$ cat config.mk
export PLATFORM = sky130hd
export DESIGN_NAME = region_guard
export DESIGN_NICKNAME = d
export VERILOG_FILES = /design/src/rtl/region_guard_pkg.sv /design/src/rtl/region_guard_ctrl.sv /design/src/rtl/region_guard_dp.sv /design/src/rtl/region_guard.sv
export SDC_FILE = /design/constraint.sdc
export NUM_CORES = 1
export LEC_CHECK = 0
export CELL_PAD_IN_SITES_DETAIL_PLACEMENT = 0
export CELL_PAD_IN_SITES_GLOBAL_PLACEMENT = 2
export CORE_MARGIN = 2
export CORE_UTILIZATION = 30
export CTS_CLUSTER_DIAMETER = 100
export DETAILED_ROUTE_END_ITERATION = 8
export GPL_TIMING_DRIVEN = 0
export MAX_ROUTING_LAYER = met4
export PLACE_DENSITY_LB_ADDON = 0.08
export SLEW_MARGIN = 10
export SYNTH_ARGS = -nofsm -noshare
export SYNTH_HDL_FRONTEND = slang
export SYNTH_SLANG_ARGS = --single-unit
$ cat constraint.sdc
create_clock -name clk -period 3 [get_ports clk]
set_input_delay 0.6 -clock clk [delete_from_list [all_inputs] [get_ports clk]]
set_output_delay 0.6 -clock clk [all_outputs]
set_load 0.01 [all_outputs]
$ cat src/rtl/region_guard_pkg.sv
package region_guard_pkg;
  typedef enum logic {PRIV_USER = 1'b0, PRIV_SUPER = 1'b1} privMode_e;
  typedef enum logic {SLOT_LOWER = 1'b0, SLOT_UPPER = 1'b1} slot_e;
  localparam int NUM_SLOTS = 2;

  typedef struct packed {
    logic wrUpper;
    logic wrLower;
    logic denyWrite;
  } regStrobe_t;
endpackage

$ cat src/rtl/region_guard_ctrl.sv
module region_guard_ctrl
  import region_guard_pkg::*;
(
  input  logic       clk,
  input  logic       rstN,
  input  logic       regReq,
  input  logic       regWrite,
  input  logic       regSel,
  input  logic       regMode,
  output regStrobe_t strobe,
  output logic       privFault
);
  privMode_e reqMode;
  slot_e     reqSlot;
  logic      isWrite;

  assign reqMode = privMode_e'(regMode);
  assign reqSlot = slot_e'(regSel);
  assign isWrite = regReq && regWrite;

  always_comb begin
    strobe = '0;
    if (isWrite) begin
      if (reqMode == PRIV_SUPER) begin
        strobe.wrLower = (reqSlot == SLOT_LOWER);
        strobe.wrUpper = (reqSlot == SLOT_UPPER);
      end else begin
        strobe.denyWrite = 1'b1;
      end
    end
  end

  always_ff @(posedge clk or negedge rstN) begin
    if (!rstN) privFault <= 1'b0;
    else       privFault <= strobe.denyWrite;
  end

  // a pulse appears only after a user-mode write request
  a_r6_pulse_cause: assert property (@(posedge clk) disable iff (!rstN)
    $rose(privFault) |-> $past(regReq && regWrite && !regMode));

  // supervisor traffic never produces the pulse
  a_r6_super_quiet: assert property (@(posedge clk) disable iff (!rstN)
    (regReq && regMode) |=> !privFault);

  // a refused write never also raises a load strobe
  a_r5_no_load_on_deny: assert property (@(posedge clk) disable iff (!rstN)
    strobe.denyWrite |-> !(strobe.wrLower || strobe.wrUpper));
endmodule

$ cat src/rtl/region_guard_dp.sv
module region_guard_dp
  import region_guard_pkg::*;
#(
  parameter int ADDR_W = 32
) (
  input  logic              clk,
  input  logic              rstN,
  input  regStrobe_t        strobe,
  input  logic              regSel,
  input  logic [ADDR_W-1:0] regWdata,
  output logic [ADDR_W-1:0] regRdata,
  input  logic              chkValid,
  input  logic              chkMode,
  input  logic [ADDR_W-1:0] chkAddr,
  output logic              chkPermit,
  output logic              chkFault
);
  localparam logic [ADDR_W-1:0] RESET_LIMIT = '0;

  logic [NUM_SLOTS-1:0] slotWr;
  logic [ADDR_W-1:0]    slotQ [NUM_SLOTS];
  logic [ADDR_W-1:0]    lowerQ, upperQ;
  logic                 inRange;

  assign slotWr = {strobe.wrUpper, strobe.wrLower};

  for (genvar g = 0; g < NUM_SLOTS; g++) begin : gSlot
    always_ff @(posedge clk or negedge rstN) begin
      if (!rstN)          slotQ[g] <= RESET_LIMIT;
      else if (slotWr[g]) slotQ[g] <= regWdata;
    end
  end

  assign lowerQ   = slotQ[int'(SLOT_LOWER)];
  assign upperQ   = slotQ[int'(SLOT_UPPER)];
  assign regRdata = slotQ[regSel];

  assign inRange   = (chkAddr >= lowerQ) && (chkAddr < upperQ);
  assign chkPermit = chkValid && ((privMode_e'(chkMode) == PRIV_SUPER) || inRange);
  assign chkFault  = chkValid && !chkPermit;

  a_r2_lower_load: assert property (@(posedge clk) disable iff (!rstN)
    strobe.wrLower |=> lowerQ == $past(regWdata));

  a_r3_upper_load: assert property (@(posedge clk) disable iff (!rstN)
    strobe.wrUpper |=> upperQ == $past(regWdata));

  a_r5_deny_holds: assert property (@(posedge clk) disable iff (!rstN)
    strobe.denyWrite |=> ($stable(lowerQ) && $stable(upperQ)));

  a_r10_exclusive: assert property (@(posedge clk) disable iff (!rstN)
    chkValid |-> $onehot({chkPermit, chkFault}));

  a_r9_idle_quiet: assert property (@(posedge clk) disable iff (!rstN)
    !chkValid |-> !(chkPermit || chkFault));

  a_r8_super_pass: assert property (@(posedge clk) disable iff (!rstN)
    (chkValid && chkMode) |-> chkPermit);

  a_r7_empty_region: assert property (@(posedge clk) disable iff (!rstN)
    (chkValid && !chkMode && (upperQ <= lowerQ)) |-> chkFault);
endmodule

$ cat src/rtl/region_guard.sv
module region_guard
  import region_guard_pkg::*;
#(
  parameter int ADDR_W = 32
) (
  input  logic              clk,
  input  logic              rstN,
  input  logic              regReq,
  input  logic              regWrite,
  input  logic              regSel,
  input  logic              regMode,
  input  logic [ADDR_W-1:0] regWdata,
  output logic [ADDR_W-1:0] regRdata,
  output logic              privFault,
  input  logic              chkValid,
  input  logic              chkMode,
  input  logic [ADDR_W-1:0] chkAddr,
  output logic              chkPermit,
  output logic              chkFault
);
  regStrobe_t strobe;

  region_guard_ctrl i_ctrl (
    .clk(clk), .rstN(rstN), .regReq(regReq), .regWrite(regWrite),
    .regSel(regSel), .regMode(regMode), .strobe(strobe), .privFault(privFault)
  );

  region_guard_dp #(.ADDR_W(ADDR_W)) i_dp (
    .clk(clk), .rstN(rstN), .strobe(strobe), .regSel(regSel),
    .regWdata(regWdata), .regRdata(regRdata), .chkValid(chkValid),
    .chkMode(chkMode), .chkAddr(chkAddr), .chkPermit(chkPermit),
    .chkFault(chkFault)
  );
endmodule

==> results.toml, run 1 <==
[outcome]
outcome = "finished, violations left"
violations = "negative setup slack"

[setup_path]
end_kind = "output pin"
critical_path_class = "in -> out"
rr_worst_depth = 1
reg2reg_from = "i_dp.upperQ[25]"
cp.required_ps = 2400
worstReg2RegEnd = "i_dp.upperQ[25]"
ff2ff_setup_slack_ps = 2190
critPathLaunchType = "primary input"
crit_fanout = 2
arrival_ps = 2440
crit_end = "chkPermit"
critPathLaunch = "chkAddr[4]"

[synth]
synth_compound_area_frac = 0.108
seq_area_frac_synth = 0.380
async_reset_ff_frac = 1.00
yosysWarnings = 0
synthAdderAreaFrac = 0.184
syn_area_mm2 = 0.00428
synthSimpleGateAreaFrac = 0.0884
ys_types = 33
synth_edf_count = 0
synth_top_flop_cell = "dfrtp_1"
synth.area.mux_share = 0.171
synth_top_area_frac = 0.380
synth_top_family_by_area = "adder cells"
post_synth.cell_area_avg_um2 = 9.87
synth.area.top_cells = "dfrtp_1 38%, ha_1 18%, mux2_2 17%"
ys_ff_latch = 65
synth_top_cell_by_area = "dfrtp_1"
synthXorXnorAreaFrac = 0
synth_cells = 433
netlist_top_cells_count = "65 x dfrtp_1, 65 x mux2_2, 63 x ha_1, 63 x inv_1, 52 x nand2_1"
synth_fp_nets = 568

[clock_tree]
cts.sinks = 65
clkTransAtPathRegs_ps = 50
clkLatencyLatePin_ps = 340
cts_tree = "built"
cts_buffers = 9
root_buffer = "clkbuf_16"
clock_path_buffers = 2
h-tree-depth = 3

[drt]
drtIter0Drc = 114
ant_nets = 0
vias = 3504
drt_wl_total_um = 12100
viasPerCell = 4.70
dr.pass1.iters = 4
wl_per_cell_um = 16.3
route.detailed.drc = 0

[final_layout]
antenna_cells = 0
areaGrowthSynthToFinish_pct = 45.1
final_nets = 695
instances_no_fill = 745
final_layout_size_suffix_gt1_frac = 0.271
fin_area_mm2 = 0.00620

[die]
rows = 43
ios = 107
die_x_um = 123
die_y_um = 123
start_util = 0.308
die-area_mm2 = 0.0152
coreArea_mm2 = 0.0139

[timing]
final-setup-viol-count = 1
fmax_mhz = 329
setup_ws_ps = -39.1
layout_min_cycle_time_ps = 3040
relSlewSlack = 0.517
hold_violations = 0
rsz0062_at_grt = "true"
fin_skew_ps = 0
worst_pin_slew_ps = 725
whs_ps = 126
drv_slew = 0
min_period_over_period = 1.01

[min_path]
min_path_type = "in -> async"

[job]
max-cap-violations = 0

[power_and_ir_drop]
power_mw = 3.60
switching_share = 0.319
p_per_area_mw_per_mm2 = 580
p_int_mw = 2.45
p_switching_mw = 1.15
vdd_drop_max_mv = 0.313
seqPwrFrac = 0.329
clkPwrFrac = 0.293
power.leakage_nw = 2.87
combinationalPowerShare = 0.378

[placement]
dpl-instance-area_mm2 = 0.00559
dp_cells = 720
port-buffer-count = 106
pre_cts_slack_ps = -1030
dp_hpwl_um = 9020
routabilityCongestion = 0.764

[global_route]
antenna_found_initial = 0
grt_pass1_wl_um = 18900
grt.overflow.total = 0
grt_max_degree = 51
grt_pass1_vias = 3644
grtUsageTotal = 0.171
## registers in the layout (all words and copies together), names as in the netlist
name,cells
i_ctrl.privFault,1
i_dp.lowerQ,32
i_dp.upperQ,32
## repair_timing
item,in CTS,in global routing
setup buffers,6,3
hold buffers,0,0
pin swaps,43,28
resized for setup,105,33
setup endpoints to repair,33,21
## how the worst min path moves through the flow
| stage | to | slack, ps | depth (start not counted) |
|---|---|---|---|
| global route | i_dp.lowerQ[2] | 130 | 1 |
| global placement | i_dp.lowerQ[29] | 490 | 1 |
| CTS | i_dp.lowerQ[2] | 130 | 1 |
| floorplan | i_ctrl.privFault | 300 | 0 |
| finish | i_dp.lowerQ[2] | 130 | 1 |
| detailed placement | i_dp.lowerQ[3] | 490 | 1 |
## metal layers
metal / wire, um / part of all wire / track usage
met2: 5490 / 0.45 / 0.266
met3: 599 / 0.049 / 0.0475
met5: 0 / 0 / -
met1: 5930 / 0.49 / 0.226
met4: 96 / 0.0079 / 0.0334
## power groups by stage
stage | clock network [mW] | registers, mW | logic [mW]
floorplan | 0 | 1.17 | 0.709
global placement | 0 | 1.19 | 1.20
detailed placement | 0 | 1.20 | 1.21
CTS | 1.09 | 1.18 | 1.32
global route | 1.12 | 1.22 | 1.53
finish | 1.06 | 1.19 | 1.36
## cell usage in the layout (no fill, tap or decap), drive strengths merged, types with 2 or more instances in the layout
master / netlist / layout
a21oi: 23 / 23
ha: 63 / 63
clkdlybuf4s15: 0 / 5
buf: 5 / 28
mux2: 65 / 65
a21boi: 2 / 2
a211oi: 2 / 2
nand2b: 3 / 3
dfrtp: 65 / 65
clkbuf: 8 / 22
a31oi: 2 / 2
nor4: 3 / 3
nor3: 3 / 3
nand2: 52 / 52
dlymetal6s2s: 0 / 4
clkdlybuf4s50: 0 / 75
dlygate4sd2: 0 / 8
clkinv: 0 / 2
a21o: 3 / 3
o21ai: 39 / 39
a221oi: 2 / 2
inv: 63 / 63
nand3: 3 / 3
nor2: 5 / 5
o211ai: 2 / 2
o21a: 2 / 2
nand4: 8 / 8
## critical path: stages
cell	delay, ps
dlygate4sd2_1	260
ha_1	280
nand2_1	70
or4b_4	530
o221ai_4	230
a31o_1	200
and3_1	150
buf_2	120
## kinds of logic after synthesis
logic type | count (synthesis)
buffers and inverters | 76
AOI/OAI and AO/OA | 81
DFF | 65
and+or+nand+nor | 83
muxes | 65
adders and majority gates | 63
## stage by stage
step	util	setup TNS, ps
final	0.447	-39.1
after global placement	0.401	-83060
after floorplan	-	0
after CTS	0.440	-154
after global routing	0.447	-263
after detailed placement	0.402	-7490
## layout make-up
class | count | area [um^2]
Buffer | 13 | 73.8
Clock buffer | 13 | 250
Clock inverter | 3 | 40.0
Fill cell | 1369 | 7680
Inverter | 63 | 236
Multi-Input combinational cell | 292 | 2660
Sequential cell | 65 | 1630
Tap cell | 180 | 225
Timing Repair Buffer | 116 | 1090
Note: power is estimated with default switching activity, not from simulation.
==> run 2, diff against run 1 <==
==> constraint.sdc (replaced) <==
create_clock -name clk -period 3 [get_ports clk]
set_input_delay 0.3 -clock clk [delete_from_list [all_inputs] [get_ports clk]]
set_output_delay 0.3 -clock clk [all_outputs]
set_load 0.01 [all_outputs]
==> run 2 against run 1 <==
Effect of this change: worst hold slack improved by 250 ps; flip-flop and latch count stayed put; maximum frequency rose by 4.6%; largest power group unchanged; the flow now finishes without violations; non-clock buffer count decreased by 8.
==> results.toml, run 2 (synthesis results as in run 1) <==
[timing]
final-setup-viol-count = 0
relSlewSlack = 0.520
fin_skew_ps = 0
layout_min_cycle_time_ps = 2910
whs_ps = 377
hold_violations = 0
min_period_over_period = 0.969
rsz0062_at_grt = "false"
fmax_mhz = 344
setup_ws_ps = 94.4
drv_slew = 0
worst_pin_slew_ps = 720

[power_and_ir_drop]
power_mw = 3.45
p_int_mw = 2.38
seqPwrFrac = 0.343
combinationalPowerShare = 0.354
p_switching_mw = 1.07
vdd_drop_max_mv = 0.306
switching_share = 0.309
power.leakage_nw = 2.73
clkPwrFrac = 0.304
p_per_area_mw_per_mm2 = 582

[clock_tree]
cts.sinks = 65
cts_tree = "built"
clkLatencyLatePin_ps = 330
h-tree-depth = 3
clock_path_buffers = 2
postCtsSetupRepairBufs = 0
cts_buffers = 9
clkTransAtPathRegs_ps = 50
root_buffer = "clkbuf_16"

[drt]
ant_nets = 0
wl_met1_um = 5950
dr.pass1.iters = 4
met2WireLength_um = 5190
viasPerCell = 4.64
drtIter0Drc = 115
wl_met3_um = 555
route.detailed.drc = 0
vias = 3419
drt_wl_total_um = 11800
maxUsedRoutingLayer = "met4"
wl_per_cell_um = 16.0

[setup_path]
crit_fanout = 2
arrival_ps = 2610
end_kind = "output pin"
critical_path_class = "in -> out"
cp.required_ps = 2700
rr_worst_depth = 1
critPathLaunchType = "primary input"

[die]
ios = 107
die_x_um = 123
die-area_mm2 = 0.0152
start_util = 0.308
die_y_um = 123
rows = 43
coreArea_mm2 = 0.0139

[global_route]
grt_pass1_wl_um = 18300
grtUsageTotal = 0.167
grt_pass1_vias = 3505
grt.overflow.total = 0
antenna_found_initial = 0
grt_max_degree = 51

[outcome]
outcome = "finished, final reports clean"

[final_layout]
final_cell_mix = "102 x clkdlybuf4s50_1, 65 x mux2_2, 65 x dfrtp_1"
final_layout_size_suffix_gt1_frac = 0.163
nFillCells = 1377
finalCoreUtilization = 0.427
antenna_cells = 0
mostFrequentLayoutCell = "clkdlybuf4s50_1"
final_nets = 687
areaGrowthSynthToFinish_pct = 38.5

[placement]
pre_cts_slack_ps = -427
dp_hpwl_um = 9020
routabilityCongestion = 0.764
port-buffer-count = 106

[min_path]
min_path_type = "in -> async"

[job]
max-cap-violations = 0
## run 2: cell types whose count changed in the layout (fill, tap and decap cells not counted), moves of 4 or more
cell	change
dlygate4sd2_1	-6
ha_4	-14
dlymetal6s2s_1	-4
inv_1	+9
o21ai_0	+6
inv_2	-9
clkbuf_1	+5
ha_1	+16
o21ai_1	-6
clkdlybuf4s50_1	+27
buf_4	-13
clkbuf_2	-4
buf_2	-9
clkdlybuf4s15_1	-5
## run 2: critical path: stages
cell,delay (ps)
clkdlybuf4s50_1,460
inv_1,50
ha_1,280
nand2b_1,140
a211o_2,350
a21oi_4,170
o221ai_2,150
a31o_1,250
and3_1,180
dlygate4sd2_1,280
## run 2: final timing paths
check	endpoint	startpoint	slack [ps]
min	i_dp.lowerQ[2]	rstN	380
max reg2reg	i_dp.upperQ[25]	i_dp.upperQ[25]	2200
max in group asynchronous	i_dp.upperQ[20]	rstN	2090
max	chkPermit	chkAddr[0]	90
min reg2reg	i_dp.lowerQ[21]	i_dp.lowerQ[21]	500
min in group clk	i_dp.lowerQ[21]	i_dp.lowerQ[21]	500
## run 2: through the flow
step	std cells	instance area, um^2	TNS, ps
floorplan	433	4280	0
global placement	719	5560	-56460
detailed placement	720	5590	-759
CTS	737	5920	0
global route	737	5920	0
finish	737	5920	0
## run 2: area by class of cell
type | count | area [um^2] | area share
Buffer | 13 | 53.8 | 0.00909
Tap cell | 180 | 225 | 0.0380
Timing Repair Buffer | 108 | 1090 | 0.184
Inverter | 63 | 236 | 0.0399
Multi-Input combinational cell | 292 | 2400 | 0.405
Clock buffer | 13 | 250 | 0.0423
Clock inverter | 3 | 40.0 | 0.00676
Sequential cell | 65 | 1630 | 0.275
## run 2: what timing repair did
| action | in CTS | in global routing |
|---|---|---|
| hold buffers | 1 | 0 |
| resized for setup | 8 | 4 |
| pin swaps | 4 | 3 |
| hold endpoints to repair | 15 | 0 |
| endpoints found under the setup margin | 2 | 2 |
## run 2: power by group through the flow
stage	logic [mW]	registers, mW	clock network (mW)
6_report	1.22	1.18	1.05
5_1_grt	1.38	1.21	1.12
4_1_cts	1.24	1.18	1.09
3_5_place_dp	1.21	1.20	0
3_3_place_gp	1.20	1.19	0
2_1_floorplan	0.709	1.17	0
## run 2: per-layer routing
layer | vias up | GRT usage
met3 | 5 | 0.0475
met4 | 0 | 0.0334
li1 | 1747 | -
met5 | - | -
met1 | 1590 | 0.224
met2 | 77 | 0.252
==> run 3, diff against run 2 <==
==> constraint.sdc (replaced) <==
create_clock -name clk -period 2.7 [get_ports clk]
set_input_delay 0.27 -clock clk [delete_from_list [all_inputs] [get_ports clk]]
set_output_delay 0.27 -clock clk [all_outputs]
set_load 0.01 [all_outputs]
==> run 3 against run 2 <==
Effect of this change: routed wire length increased by 1.1%; global-route usage increased by 0.11 points; final cell count increased by 0.14%; utilization up 0.36 points; clock skew is the same; total power is 12% higher; sequential share of layout area shrank 0.23 points; critical path depth is 2 lower; non-clock buffer count grew 1; via count increased by 0.47%; critical endpoint unchanged.
==> results.toml, run 3 (synthesis results as in run 1) <==
[outcome]
outcome = "finished, final reports clean"

[placement]
dp_cells = 720
dp_hpwl_um = 9020
port-buffer-count = 106
routabilityCongestion = 0.764

[setup_path]
path_buf_inv = 2
worstReg2RegEnd = "i_dp.upperQ[25]"
critPathTopFamily = "simple AND/OR/NAND/NOR gates"
crit_chain = "clkdlybuf4s50_1, ha_1, and4_1, or4b_4, o221ai_2, a31o_1, and3_1, buf_2"
ff2ff_setup_slack_ps = 1900
arrival_ps = 2410
crit_end = "chkPermit"
critPathLaunch = "chkAddr[11]"
cp.required_ps = 2430
rr_worst_depth = 1
critPathLaunchType = "primary input"
cp_slowest_cell = "clkdlybuf4s50_1"
path_depth = 8
max_stage_delay_ps = 460
end_kind = "output pin"
crit_fanout = 2
critical_path_class = "in -> out"
reg2reg_from = "i_dp.upperQ[25]"

[final_layout]
mostFrequentLayoutCell = "clkdlybuf4s50_1"
final_layout_size_suffix_gt1_frac = 0.185
antenna_cells = 0
areaGrowthSynthToFinish_pct = 39.7
final_cell_mix = "98 x clkdlybuf4s50_1, 65 x mux2_2, 65 x dfrtp_1"
final_nets = 688
instances_no_fill = 738

[drt]
dr.pass1.iters = 4
wl_met3_um = 584
drtIter0Drc = 134
met2WireLength_um = 5280
wl_per_cell_um = 16.1
maxUsedRoutingLayer = "met4"
vias = 3435
route.detailed.drc = 0
wl_met1_um = 5930
ant_nets = 0
viasPerCell = 4.65
drt_wl_total_um = 11900

[clock_tree]
cts_buffers = 9
cts.sinks = 65
clock_path_buffers = 2
cts_tree = "built"
root_buffer = "clkbuf_16"
h-tree-depth = 3
clkTransAtPathRegs_ps = 50
clkLatencyLatePin_ps = 330

[global_route]
grt_max_degree = 51
grt_pass1_wl_um = 18500
grtUsageTotal = 0.168
grt_pass1_vias = 3525
antenna_found_initial = 0
grt.overflow.total = 0

[die]
coreArea_mm2 = 0.0139
ios = 107
rows = 43
die-area_mm2 = 0.0152
die_y_um = 123
die_x_um = 123
start_util = 0.308

[timing]
layout_min_cycle_time_ps = 2680
fmax_mhz = 372
relSlewSlack = 0.518
final-setup-viol-count = 0
drv_slew = 0
min_period_over_period = 0.994
hold_violations = 0
fin_skew_ps = 0
worst_pin_slew_ps = 724
rsz0062_at_grt = "true"
tns_ps = 0

[power_and_ir_drop]
p_per_area_mw_per_mm2 = 647
power.leakage_nw = 2.78
vdd_drop_max_mv = 0.345

[job]
max-cap-violations = 0

[min_path]
min_path_type = "in -> async"
[run 3: worst min-delay path by stage]
stage	endpoint	cells past startpoint	start	slack, ps
6_report	i_dp.lowerQ[2]	2	rstN	340
3_3_place_gp	i_dp.lowerQ[29]	1	i_dp.lowerQ[29]	490
5_1_grt	i_dp.lowerQ[2]	2	rstN	360
4_1_cts	i_dp.lowerQ[2]	2	rstN	350
2_1_floorplan	i_ctrl.privFault	0	rstN	-30
3_5_place_dp	i_dp.lowerQ[3]	1	rstN	160
[run 3: stage by stage]
stage	area [um^2]	utilization	power (mW)	worst slack [ps]	hold slack (ps)
floorplan	4280	-	2.08	586	-25.6
global placement	5560	0.401	2.66	-1140	488
detailed placement	5590	0.402	2.67	-667	163
CTS	5930	0.427	3.90	-74.3	347
global route	5970	0.430	4.15	-78.1	357
finish	5970	0.430	3.87	15.3	342
[run 3: where the power goes]
| part | switching [mW] | internal (mW) | total (mW) |
|---|---|---|---|
| logic | 0.652 | 0.729 | 1.38 |
| clock network | 0.434 | 0.738 | 1.17 |
| registers | 0.125 | 1.19 | 1.31 |
[run 3: metal layers]
metal / global-route usage / up-vias
li1: - / 1742
met1: 0.225 / 1610
met2: 0.253 / 76
met3: 0.0475 / 7
met4: 0.0334 / 0
met5: - / -
[run 3: repair_timing]
| action | CTS | global route |
|---|---|---|
| setup buffers | 0 | 1 |
| hold buffers | 1 | 0 |
| pin swaps | 10 | 8 |
| endpoints found under the hold margin | 15 | 0 |
| endpoints found under the setup margin | 2 | 10 |
| resized for setup | 23 | 12 |
[run 3: layout make-up]
| class | count | area [um^2] |
|---|---|---|
| repair buffers | 109 | 1090 |
| inverters | 63 | 236 |
| clock inverters | 3 | 40.0 |
| multi-input cells | 292 | 2440 |
| well taps | 180 | 225 |
| clock buffers | 13 | 250 |
| plain buffers | 13 | 57.6 |
| fillers | 1381 | 7910 |
| flip-flops and latches | 65 | 1630 |
